`src/rtl/hfs_pkg.sv`:
```
package hfs_pkg;

  typedef enum logic [2:0] {
    ST_IDLE  = 3'd0,
    ST_WSAMP = 3'd1,
    ST_LWAIT = 3'd2,
    ST_RHI   = 3'd3,
    ST_RLO   = 3'd4,
    ST_RECOV = 3'd5
  } seq_state_t;

  // upper bank compares while the input is being sampled
  function automatic logic upper_compare(input seq_state_t s);
    return (s == ST_WSAMP) || (s == ST_RHI);
  endfunction

  function automatic logic lower_compare(input seq_state_t s);
    return (s == ST_LWAIT) || (s == ST_RLO);
  endfunction

  // timed phases of a read-started conversion: data pads held off
  function automatic logic read_timed(input seq_state_t s);
    return (s == ST_RHI) || (s == ST_RLO);
  endfunction

endpackage

```
`src/rtl/hfs_sync.sv`:
```
module hfs_sync #(
  parameter int            W       = 1,
  parameter logic [W-1:0]  RST_VAL = '0
) (
  input  logic         clk,
  input  logic         rst_n,
  input  logic [W-1:0] d,
  output logic [W-1:0] q
);

  for (genvar i = 0; i < W; i++) begin : g_bit
    logic [1:0] sh;
    always_ff @(posedge clk or negedge rst_n) begin
      if (!rst_n) sh <= {2{RST_VAL[i]}};
      else        sh <= {sh[0], d[i]};
    end
    assign q[i] = sh[1];
  end

endmodule

```
`src/rtl/hfs_therm_dec.sv`:
```
module hfs_therm_dec #(
  parameter int NIB_W = 4
) (
  input  logic [(1<<NIB_W)-2:0] therm,
  output logic [NIB_W-1:0]      nib
);

  localparam int TW = (1 << NIB_W) - 1;

  function automatic logic [NIB_W-1:0] ones_in(input logic [TW-1:0] v);
    logic [NIB_W-1:0] acc;
    acc = '0;
    for (int i = 0; i < TW; i++) acc = acc + NIB_W'(v[i]);
    return acc;
  endfunction

  assign nib = ones_in(therm);

endmodule

```
`src/rtl/hfs_core.sv`:
```
module hfs_core
  import hfs_pkg::*;
#(
  parameter int NIB_W = 4,
  parameter int T_INT = 80,
  parameter int T_REC = 50
) (
  input  logic               clk,
  input  logic               rst_n,
  input  logic               cs_s,
  input  logic               wr_s,
  input  logic               rd_s,
  input  logic               mode_s,
  input  logic [NIB_W-1:0]   hi_nib,
  input  logic [NIB_W-1:0]   lo_nib,
  input  logic               over_in,
  output logic               hi_cmp,
  output logic               lo_cmp,
  output logic [2*NIB_W-1:0] dout,
  output logic               dout_en,
  output logic               irq_n,
  output logic               busy_drv,
  output logic               ovf_n,
  output logic               latch_evt,
  output logic               start_evt,
  output logic               rd_act,
  output logic               in_recov
);

  localparam int TMAX = (T_INT > T_REC) ? T_INT : T_REC;
  localparam int CW   = $clog2(TMAX + 1);
  localparam logic [CW-1:0] INT_LAST = CW'(T_INT - 1);
  localparam logic [CW-1:0] REC_LAST = CW'(T_REC - 1);

  seq_state_t state, nxt;
  logic [CW-1:0] cnt;
  logic cs_p, wr_p, rd_p;
  logic wr_act, wr_fall, wr_rise, rd_fall, rd_rise, cs_rise, cs_fall;
  logic hi_evt;
  logic [NIB_W-1:0] hi_q;
  logic over_q, ovf_q, irq_q, busy_q, en_q;
  logic [2*NIB_W-1:0] dout_q;

  // strobes count only under chip select
  assign wr_act  = !cs_s && !wr_s;
  assign rd_act  = !cs_s && !rd_s;
  assign wr_fall = wr_act && !wr_p;
  assign wr_rise = !wr_act && wr_p;
  assign rd_fall = rd_act && !rd_p;
  assign rd_rise = !rd_act && rd_p;
  assign cs_rise = cs_s && !cs_p;
  assign cs_fall = !cs_s && cs_p;

  always_ff @(posedge clk or negedge rst_n) begin
    if (!rst_n) begin
      cs_p <= 1'b1;
      wr_p <= 1'b0;
      rd_p <= 1'b0;
    end else begin
      cs_p <= cs_s;
      wr_p <= wr_act;
      rd_p <= rd_act;
    end
  end

  always_comb begin
    nxt       = state;
    hi_evt    = 1'b0;
    latch_evt = 1'b0;
    start_evt = 1'b0;
    unique case (state)
      ST_IDLE: begin
        if (mode_s && wr_fall) begin
          nxt = ST_WSAMP; start_evt = 1'b1;
        end else if (!mode_s && rd_fall) begin
          nxt = ST_RHI; start_evt = 1'b1;
        end
      end
      ST_WSAMP: if (wr_rise) begin
        nxt = ST_LWAIT; hi_evt = 1'b1;
      end
      ST_LWAIT: if (rd_fall || cnt == INT_LAST) begin
        nxt = ST_RECOV; latch_evt = 1'b1;
      end
      ST_RHI: if (cnt == INT_LAST) begin
        nxt = ST_RLO; hi_evt = 1'b1;
      end
      ST_RLO: if (cnt == INT_LAST) begin
        nxt = ST_RECOV; latch_evt = 1'b1;
      end
      ST_RECOV: if (cnt == REC_LAST) nxt = ST_IDLE;
      default: nxt = ST_IDLE;
    endcase
  end

  always_ff @(posedge clk or negedge rst_n) begin
    if (!rst_n) begin
      state <= ST_IDLE;
      cnt   <= '0;
    end else begin
      state <= nxt;
      if (nxt != state)          cnt <= '0;
      else if (state != ST_IDLE) cnt <= cnt + 1'b1;
    end
  end

  always_ff @(posedge clk or negedge rst_n) begin
    if (!rst_n) begin
      hi_q   <= '0;
      over_q <= 1'b0;
      dout_q <= '0;
      ovf_q  <= 1'b0;
    end else begin
      if (hi_evt) begin
        hi_q   <= hi_nib;
        over_q <= over_in;
      end
      if (latch_evt) begin
        dout_q <= {hi_q, lo_nib};
        ovf_q  <= over_q;
      end
    end
  end

  always_ff @(posedge clk or negedge rst_n) begin
    if (!rst_n) begin
      irq_q  <= 1'b1;
      busy_q <= 1'b0;
      en_q   <= 1'b0;
    end else begin
      if (latch_evt)               irq_q <= 1'b0;
      else if (rd_rise || cs_rise) irq_q <= 1'b1;
      if (latch_evt)               busy_q <= 1'b0;
      else if (cs_fall && !mode_s) busy_q <= 1'b1;
      en_q <= rd_act && !read_timed(nxt);
    end
  end

  assign hi_cmp   = upper_compare(state);
  assign lo_cmp   = lower_compare(state);
  assign in_recov = (state == ST_RECOV);
  assign dout     = dout_q;
  assign dout_en  = en_q;
  assign irq_n    = irq_q;
  assign busy_drv = busy_q;
  assign ovf_n    = !ovf_q;

endmodule

```
`src/rtl/halfflash_seq.sv`:
```
module halfflash_seq #(
  parameter int NIB_W = 4,
  parameter int T_INT = 80,
  parameter int T_REC = 50
) (
  input  logic                    clk,
  input  logic                    rst_n,
  input  logic                    cs_n,
  input  logic                    wr_n,
  input  logic                    rd_n,
  input  logic                    mode_sel,
  input  logic [(1<<NIB_W)-2:0]   hi_therm,
  input  logic [(1<<NIB_W)-2:0]   lo_therm,
  input  logic                    hi_over,
  output logic                    hi_cmp,
  output logic                    lo_cmp,
  output logic [2*NIB_W-1:0]      dout,
  output logic                    dout_en,
  output logic                    irq_n,
  output logic                    busy_drv,
  output logic                    ovf_n
);

  localparam int DW    = 2 * NIB_W;
  localparam int NSYNC = 4;

  logic [NSYNC-1:0] raw, synced;
  logic [NIB_W-1:0] hi_nib, lo_nib;
  logic latch_evt, start_evt, rd_act, in_recov, mode_s;

  assign raw = {mode_sel, rd_n, wr_n, cs_n};

  hfs_sync #(.W(NSYNC), .RST_VAL(4'b0111)) u_sync (
    .clk(clk), .rst_n(rst_n), .d(raw), .q(synced)
  );

  assign mode_s = synced[3];

  hfs_therm_dec #(.NIB_W(NIB_W)) u_dec_hi (.therm(hi_therm), .nib(hi_nib));
  hfs_therm_dec #(.NIB_W(NIB_W)) u_dec_lo (.therm(lo_therm), .nib(lo_nib));

  hfs_core #(.NIB_W(NIB_W), .T_INT(T_INT), .T_REC(T_REC)) u_core (
    .clk(clk), .rst_n(rst_n),
    .cs_s(synced[0]), .wr_s(synced[1]), .rd_s(synced[2]), .mode_s(mode_s),
    .hi_nib(hi_nib), .lo_nib(lo_nib), .over_in(hi_over),
    .hi_cmp(hi_cmp), .lo_cmp(lo_cmp), .dout(dout), .dout_en(dout_en),
    .irq_n(irq_n), .busy_drv(busy_drv), .ovf_n(ovf_n),
    .latch_evt(latch_evt), .start_evt(start_evt), .rd_act(rd_act),
    .in_recov(in_recov)
  );

endmodule

```
`config.mk`:
```
export PLATFORM = sky130hd
export DESIGN_NAME = halfflash_seq
export DESIGN_NICKNAME = d
export VERILOG_FILES = /design/src/rtl/hfs_pkg.sv /design/src/rtl/hfs_sync.sv /design/src/rtl/hfs_therm_dec.sv /design/src/rtl/hfs_core.sv /design/src/rtl/halfflash_seq.sv
export SDC_FILE = /design/constraint.sdc
export NUM_CORES = 1
export LEC_CHECK = 0
export BUFFER_PORTS_ARGS = -buffer_cell sky130_fd_sc_hd__buf_4
export CORE_MARGIN = 4
export CORE_UTILIZATION = 43
export DETAILED_ROUTE_END_ITERATION = 10
export GPL_ROUTABILITY_DRIVEN = 0
export HOLD_SLACK_MARGIN = 0.12
export PLACE_DENSITY = 0.65
export RECOVER_POWER = 100
export SLEW_MARGIN = 20
export SYNTH_ARGS = -nofsm -noshare
export SYNTH_HDL_FRONTEND = slang
export SYNTH_SLANG_ARGS = --single-unit
```
`constraint.sdc`:
```
create_clock -name clk -period 2.9 [get_ports clk]
set_input_delay 0.145 -clock clk [delete_from_list [all_inputs] [get_ports clk]]
set_output_delay 0.145 -clock clk [all_outputs]
set_load 0.005 [all_outputs]
```
==> Word level (Yosys, flattened, before mapping) <==
Cells that the tools add are included.
{ "op_classes": {"eq_ne": 10, "n_reduce_logical": 33, "n_addsub": 29, "muxes": 19} }
{ "ops": {"columns": ["op", "count"], "rows": [
  ["adder 4 x 1 -> 4 bit", 26],
  ["two-way mux 3 bit", 7],
  ["case mux 3 bit (6 select lines)", 1],
  ["two-way mux 7 bit", 2],
  ["logical AND 1 bit", 12],
  ["zero test 1 bit", 11],
  ["== test 3 x 2 -> 1 bit (second input constant)", 3],
  ["== test 3 bit (second input constant)", 3],
  ["adder 7 x 1 -> 7 bit (second input constant)", 1],
  ["== test 7 x 6 -> 1 bit (second input constant)", 1],
  ["== test 7 bit (second input constant)", 1],
  ["two-way mux 1 bit", 7],
  ["nonzero test 2 bit", 3],
  ["logical OR 1 bit", 5],
  ["adder 1 x 1 -> 2 bit", 2],
  ["case mux 1 bit (2 select lines)", 2],
  ["== test 3 x 1 -> 1 bit (second input constant)", 1],
  ["zero test 3 bit", 1],
  ["!= test 3 bit", 1],
  ["nonzero test 3 bit", 1]
]} }
{ "totals": {"reg_bits": 38, "input_bits": 37, "word_cells": 107, "out_inout_bits": 14} }

==> Longest topological paths before layout <==
Gate-level depths: netlist of run 1.
{ "depth": {"depth_word": 14, "ltp_mapped": 14, "ltp_nobuf": 14} }

==> Cells and area by module <==
A second synthesis of run 1 with hierarchy kept.
{ "unflattened": {"cells_unflattened": 216, "area_unflattened_um2": 2361.0} }
{ "modules_own_cells": {"columns": ["mod", "cells_each", "seq_area_each_um2", "instances", "area_each_um2"], "rows": [
  ["hfs_core", 132, 753.2, 1, 1475.2],
  ["hfs_therm_dec (u_dec_lo)", 36, 0.0, 1, 325.3],
  ["hfs_therm_dec (u_dec_hi)", 36, 0.0, 1, 322.8],
  ["hfs_sync", 12, 207.7, 1, 237.7]
]} }

==> Worst setup path after synthesis of run 1 <==
Ideal clock, no wire load.
{ "synth_path": {"kind": "input -> register", "start": "input hi_therm[0]", "end": "register u_core.hi_q[3]", "path_stages": 12, "path_buffers": 0, "setup_slack_ns": -0.585, "required_time_ns": 2.775, "arrival_time_ns": 3.360, "cell_sequence": "ha_1 inv_1 fa_1 fa_1 fa_1 fa_1 inv_1 ha_1 a21o_1 a21oi_1 xnor2_1 mux2_2"} }
{ "synth_between": {"elab_chain_cells": 14} }
{ "synth_lines": {"columns": ["item", "line_no", "rtl"], "rows": [
  ["start: declaration", "halfflash_seq.sv:12", "input logic [(1<<NIB_W)-2:0] hi_therm,"],
  ["adder 1 x 1 -> 2 bit", "hfs_therm_dec.sv:13", "for (int i = 0; i < TW; i++) acc = acc + NIB_W'(v[i]);"],
  ["adder 4 x 1 -> 4 bit (13 in a row)", "hfs_therm_dec.sv:13", null],
  ["end signal: assignment", "hfs_core.sv:115", "hi_q <= hi_nib;"],
  ["end: declaration", "hfs_core.sv:40", "logic [NIB_W-1:0] hi_q;"]
]} }
No other way between the ends.
A chain may end at the register's enable or synchronous reset.

==> Final worst setup path of run 1 <==
{ "layout_path": {"start": "input lo_therm[1]", "end": "register u_core.dout_q[2], in the netlist u_core.dout[2]"} }
{ "layout_between": {"elab_chain_cells": 14} }
{ "layout_lines": {"columns": ["item", "line_no", "rtl"], "rows": [
  ["start: declaration", "halfflash_seq.sv:13", "input logic [(1<<NIB_W)-2:0] lo_therm,"],
  ["adder 1 x 1 -> 2 bit", "hfs_therm_dec.sv:13", null],
  ["adder 4 x 1 -> 4 bit (13 in a row)", "hfs_therm_dec.sv:13", null],
  ["end signal: assignment", "hfs_core.sv:119", "dout_q <= {hi_q, lo_nib};"],
  ["end: declaration", "hfs_core.sv:42", "logic [2*NIB_W-1:0] dout_q;"]
]} }
No other way between the ends.

==> results of run 1 <==
==> cells by family (layout without fill, tap and decap cells) <==
logic type | Yosys count | count (layout) | synth area share
AO/OA/AOI/OAI | 33 | 33 | 0.0893
XOR/XNOR | 9 | 9 | 0.0327
adder cells (fa/ha/maj) | 32 | 32 | 0.222
buffers and inverters | 56 | 119 | 0.0944
flip-flops | 38 | 38 | 0.399
multiplexers | 14 | 14 | 0.0643
AND/OR/NAND/NOR | 44 | 44 | 0.0986
==> area by class of cell <==
| cell class | instances | share of cell area |
|---|---|---|
| clock inverter | 3 | 0.0128 |
| timing repair buffer | 62 | 0.152 |
| multi-input combinational | 132 | 0.418 |
| inverter | 49 | 0.0588 |
| tap | 72 | 0.0288 |
| clock buffer | 5 | 0.0220 |
| sequential | 38 | 0.307 |
==> worst max-delay path: stages <==
cell and delay, ns:
buf_6 0.09, ha_4 0.25, inv_2 0.03, fa_1 0.49
fa_2 0.44, fa_2 0.54, fa_1 0.43, inv_2 0.08
ha_4 0.13, inv_2 0.03, fa_2 0.32, xnor2_1 0.13
mux2_2 0.25
==> final timing paths <==
path | endpoint | slack [ns]
setup / recovery | u_core.dout[2]$_DFFE_PN0P_ | -0.31
hold / removal | u_core.hi_q[0]$_DFFE_PN0P_ | 0.22
setup reg to reg | u_core.cnt[1]$_DFFE_PN0P_ | 0.52
hold reg to reg | u_sync.g_bit[3].sh[1]$_DFF_PN0_ | 0.35
max in group asynchronous | u_core.state[1]$_DFF_PN0_ | 0.85
min in group asynchronous | u_core.cnt[5]$_DFFE_PN0P_ | 0.93
==> state kept, by name, indices dropped and copies added, names as in the netlist <==
name             count
u_core.dout          8
u_sync.g_bit.sh      8
u_core.cnt           7
u_core.hi_q          4
u_core.state         3
u_core.busy_drv      1
u_core.cs_p          1
u_core.dout_en       1
u_core.irq_n         1
u_core.over_q        1
u_core.ovf_q         1
u_core.rd_p          1
u_core.wr_p          1
==> layer usage <==
metal	vias to the layer above	part of all wire	track usage
li1	847	-	-
met1	825	0.42	0.174
met2	27	0.52	0.229
met3	6	0.042	0.0298
met4	0	0.017	0.0535
met5	-	0	0
==> layout by cell type (no fill, tap or decap), drive strengths merged, types with 2 or more instances in the layout <==
cell type and n:
mux2i 2, a21oi 12, o21ai 6, fa 18, xor2 3, dfrtp 30
nand2b 5, ha 14, nor2 14, nor3 3, clkbuf 26, nand2 6
or3 5, dlygate4sd3 6, mux2 12, buf 35, o21a 2, dfstp 8
a211oi 2, a21o 3, xnor2 6, nor4b 2, inv 49, clkinv 2
==> stage by stage <==
step | TNS (ns) | setup slack, ns | utilization
after floorplan | -2.37 | -0.432 | -
after global placement | -3.76 | -0.612 | 0.538
after detailed placement | -3.98 | -0.656 | 0.538
after CTS | -1.51 | -0.319 | 0.573
after global routing | -1.92 | -0.393 | 0.572
final | -1.43 | -0.306 | 0.572
==> where the power goes <==
group          internal [mW]  total, mW  switching (mW)
logic                  0.337      0.623           0.286
registers              0.541      0.548         0.00655
clock network          0.253      0.438           0.185
total                   1.13       1.61           0.478
==> repair_timing <==
action / in CTS / in global routing
pin swaps: 11 / 4
endpoints found under the setup margin: 6 / 6
resized for setup: 8 / 3
hold endpoints to repair: 35 / 0
hold buffers: 6 / 0
==> results.md, run 1 <==
- Die Wd: 82.9 um
- Io pins: 51
- Buffers on Ports: 50
- Area of the multi-input gates: 0.00131 mm^2
- RSZ-0062 raised after global routing: true
- Hold path depth: 3
- Antenna diode count: 0
- Synthesized flop and latch total: 38
- Final-layout fill cell count: 495
- CP required: 3.08 ns
- # H-tree levels: 2
- DRT Wirelength: 4380 um
- VDD IR max: 0.249 mV
- Worst r2r path cells: 5
- Placed cells: 347
- Nets@finish: 357
- Initial antenna violation count: 0
- All-Layer GR Usage: 0.137
- Routed Antenna Nets: 0
- Post-synth top cells: 49 x inv_1, 30 x dfrtp_1, 18 x fa_1
- Sink Count: 38
- Clk slew on worst S/H paths: 0.07 ns
- Layout cells sized above 1: 0.339
- Detailed placement HPWL: 3430 um
- # rows: 27
- Post-synthesis sequential area ratio: 0.399
- Iter 0 DRT Violations: 40
- Via count: 1705
- Final Power: 1.61 mW
- Cells after Synth: 226
- Setup crit end kind: flip-flop
- Yosys top cell by area: dfrtp_1
- CP Launch Point: lo_therm[1]
- Slew Viols, Final: 39
- CTS tree: yes
- CTS Buf Count: 5
- Post-Syn Area: 0.00241 mm^2
- Power Dens Cells: 514 mW/mm^2
- Main flop type after synthesis: dfrtp_1
- Non-Filler Instances: 361
- Total core area: 0.00547 mm^2
- Hold Path Origin: hi_therm[3]
- Leak Pwr: 1.55 nW
- Fin area: 0.00313 mm^2
- Fin crit share: 1.11
- Pin count of the biggest net entering global routing: 39
- Crit path kind: input port to flip-flop
- Syn avg cell area: 10.7 um^2
- Arr. time, crit path: 3.38 ns
- CP Launch Type: input port
- Ranking of synthesized cells by area: dfrtp_1 31%, fa_1 15%, dfstp_2 8.7%
- Register Area: 961 um^2
- Setup Viol. Count Final: 6
- Number of flops mapped to enable cells by yosys: 0
- Vias in the first global route: 1754
- Fmax: 312 MHz
- Placed cell area: 0.00295 mm^2
- Final setup margin: -0.306 ns
- DIE AREA: 0.00687 mm^2
- Number of max-cap violations: 1
- Yosys warning total: 0
- Postcts setup bufs: 0
- Initial core utilization: 0.441
- Chip height: 82.9 um
- Clock latency on the worst-skew pair: 0.29 ns
- Final hold slack: 0.225 ns
- Clk buf depth: 2
- Area growth from synthesis to layout: 29.8%
- Distinct cells, synth: 41
- Drc violations: 0
- Global-route wire length before repair: 7850 um
- Number of vias per cell: 4.72
- Final Hold Vio Count: 0
- TritonRoute pass-1 iters: 4
- Ys async rst share: 1.00
- Crit-path max FO: 2
- Final min period: 3.21 ns
- Outcome: finished with violations
- Slew headroom: -0.293
- RR Startpoint: u_sync.g_bit[0].sh[1]$_DFF_PN1_
- Global route total overflow: 0
- Synth top area share: 0.311
- Root Driver: clkbuf_8
- Failing checks: capacitance limit, slew limit, setup timing
- Clk_skew: 0.00582 ns
- Syn Nets: 295
- Most frequent cell after synthesis: inv_1
- Tightest Pin Transition: 1.94 ns
- Min-delay worst type: input port to flip-flop
- WL/cell: 12.1 um
Note: power is estimated with default switching activity, not from simulation.
==> run 2: changes to the inputs <==
Settings changed: RECOVER_POWER 100 to 25.
==> run 2 against run 1 <==
Net effect: global-route usage unchanged; count of clock-buffer cells in the layout unchanged; wire length up 1.1%; clock power about the same; sequential cell count unchanged; setup slack about the same; the run still ends with capacitance limit, slew limit, setup timing left; largest power group unchanged.
==> results.md, run 2 (synthesized netlist as in run 1, its figures left out) <==
- TritonRoute pass-1 iters: 5
- Min-delay worst type: input port to flip-flop
- Seq pwr share: 0.340
- Int Pwr: 1.13 mW
- Clk buf depth: 2
- Final setup margin: -0.306 ns
- DIE AREA: 0.00687 mm^2
- Area growth from synthesis to layout: 30.8%
- Clock latency on the worst-skew pair: 0.29 ns
- Power Dens Cells: 510 mW/mm^2
- Die Wd: 82.9 um
- # rows: 27
- Leak Pwr: 1.57 nW
- Most frequent cells in the layout: 47 x buf_4, 43 x inv_1, 30 x dfrtp_1
- Initial core utilization: 0.441
- Sw frac: 0.297
- Failing checks: capacitance limit, slew limit, setup timing
- Clock share of power: 0.272
- Layout cells sized above 1: 0.360
- Setup Viol. Count Final: 6
- Postcts setup bufs: 0
- Tightest Pin Transition: 1.94 ns
- CP Launch Type: input port
- Root Driver: clkbuf_8
- Routed Antenna Nets: 0
- Clk_skew: 0.00581 ns
- DRT Wirelength: 4430 um
- Clk slew on worst S/H paths: 0.07 ns
- Total core area: 0.00547 mm^2
- Final Hold Vio Count: 0
- Pin count of the biggest net entering global routing: 39
- Number of vias per cell: 4.76
- # H-tree levels: 2
- Antenna diode count: 0
- CTS tree: yes
- Final Power: 1.61 mW
- Via count: 1717
- Outcome: finished with violations
- Fmax: 312 MHz
- Number of max-cap violations: 1
- Buffers on Ports: 50
- Crit path kind: input port to flip-flop
- Crit-path max FO: 2
- Io pins: 51
- Combinational share of power: 0.387
- Global route total overflow: 0
- Initial antenna violation count: 0
- CP required: 3.08 ns
- Drc violations: 0
- Slew Viols, Final: 39
- WL/cell: 12.3 um
- Detailed placement HPWL: 3430 um
- Leading cell type in the layout, fill and taps excluded: buf_4
- TNS Setup: -1.43 ns
- Iter 0 DRT Violations: 57
- CTS Buf Count: 5
- Setup crit end kind: flip-flop
- Sink Count: 38
- Nets@finish: 357
- Arr. time, crit path: 3.38 ns
- Final min period: 3.21 ns
- Vias in the first global route: 1754
- Global-route wire length before repair: 7850 um
- RSZ-0062 raised after global routing: true
- Chip height: 82.9 um
- All-Layer GR Usage: 0.137
- Placed cells: 347
- Non-Filler Instances: 361
- Sw Pwr: 0.478 mW
- Slew headroom: -0.295
- VDD IR max: 0.249 mV
- Fin crit share: 1.11
## run 2: area by class of cell
type / instances / area [um^2]
repair buffers: 62 / 492
well taps: 72 / 90.1
inverters: 49 / 184
clock buffers: 5 / 68.8
multi-input cells: 132 / 1320
flip-flops and latches: 38 / 961
clock inverters: 3 / 40.0
fillers: 488 / 2320
## run 2: worst paths after layout
check                      cells past startpoint                       startpoint                              end  slack, ns
min in group asynchronous                      2                            rst_n        u_core.cnt[5]$_DFFE_PN0P_       0.93
max in group asynchronous                      2                            rst_n        u_core.state[1]$_DFF_PN0_       0.85
max                                           13                      lo_therm[1]       u_core.dout[2]$_DFFE_PN0P_      -0.31
min reg2reg                                    0  u_sync.g_bit[3].sh[0]$_DFF_PN0_  u_sync.g_bit[3].sh[1]$_DFF_PN0_       0.35
max reg2reg                                    5  u_sync.g_bit[0].sh[1]$_DFF_PN1_        u_core.cnt[1]$_DFFE_PN0P_       0.67
min                                            3                      hi_therm[3]       u_core.hi_q[0]$_DFFE_PN0P_       0.22
## run 2: worst max-delay path, stage by stage
cell and delay, ns:
buf_6 0.09, ha_4 0.25, inv_2 0.03, fa_1 0.49, fa_2 0.44, fa_2 0.54
fa_1 0.43, inv_2 0.08, ha_4 0.13, inv_2 0.03, fa_2 0.32, xnor2_1 0.13
mux2_2 0.25
## run 2: repair_timing
action,CTS,global route
gates cloned,0,0
hold buffers,6,0
setup endpoints to repair,6,6
pin swaps,11,4
hold endpoints to repair,35,0
resized for setup,8,3
## run 2: power by group through the flow
stage,Combinational (mW),Sequential [mW],Clock [mW]
final,0.624,0.548,0.438
after global routing,0.747,0.549,0.473
after CTS,0.606,0.548,0.448
after detailed placement,0.585,0.558,0
after global placement,0.563,0.558,0
after floorplan,0.411,0.555,0
## run 2: stage by stage
step,hold slack [ns],cell area [um^2],setup WS (ns),util
floorplan,-0.151,2480,-0.432,-
finish,0.225,3150,-0.306,0.576
CTS,0.222,3140,-0.319,0.573
detailed placement,0.140,2950,-0.656,0.538
global route,0.220,3150,-0.393,0.576
global placement,0.133,2950,-0.612,0.538
## run 2: routing by layer
metal	wire length (um)	vias up	track usage
li1	-	849	-
met1	1890	829	0.174
met2	2300	33	0.229
met3	174	6	0.0298
met4	75	0	0.0535
met5	0	-	0
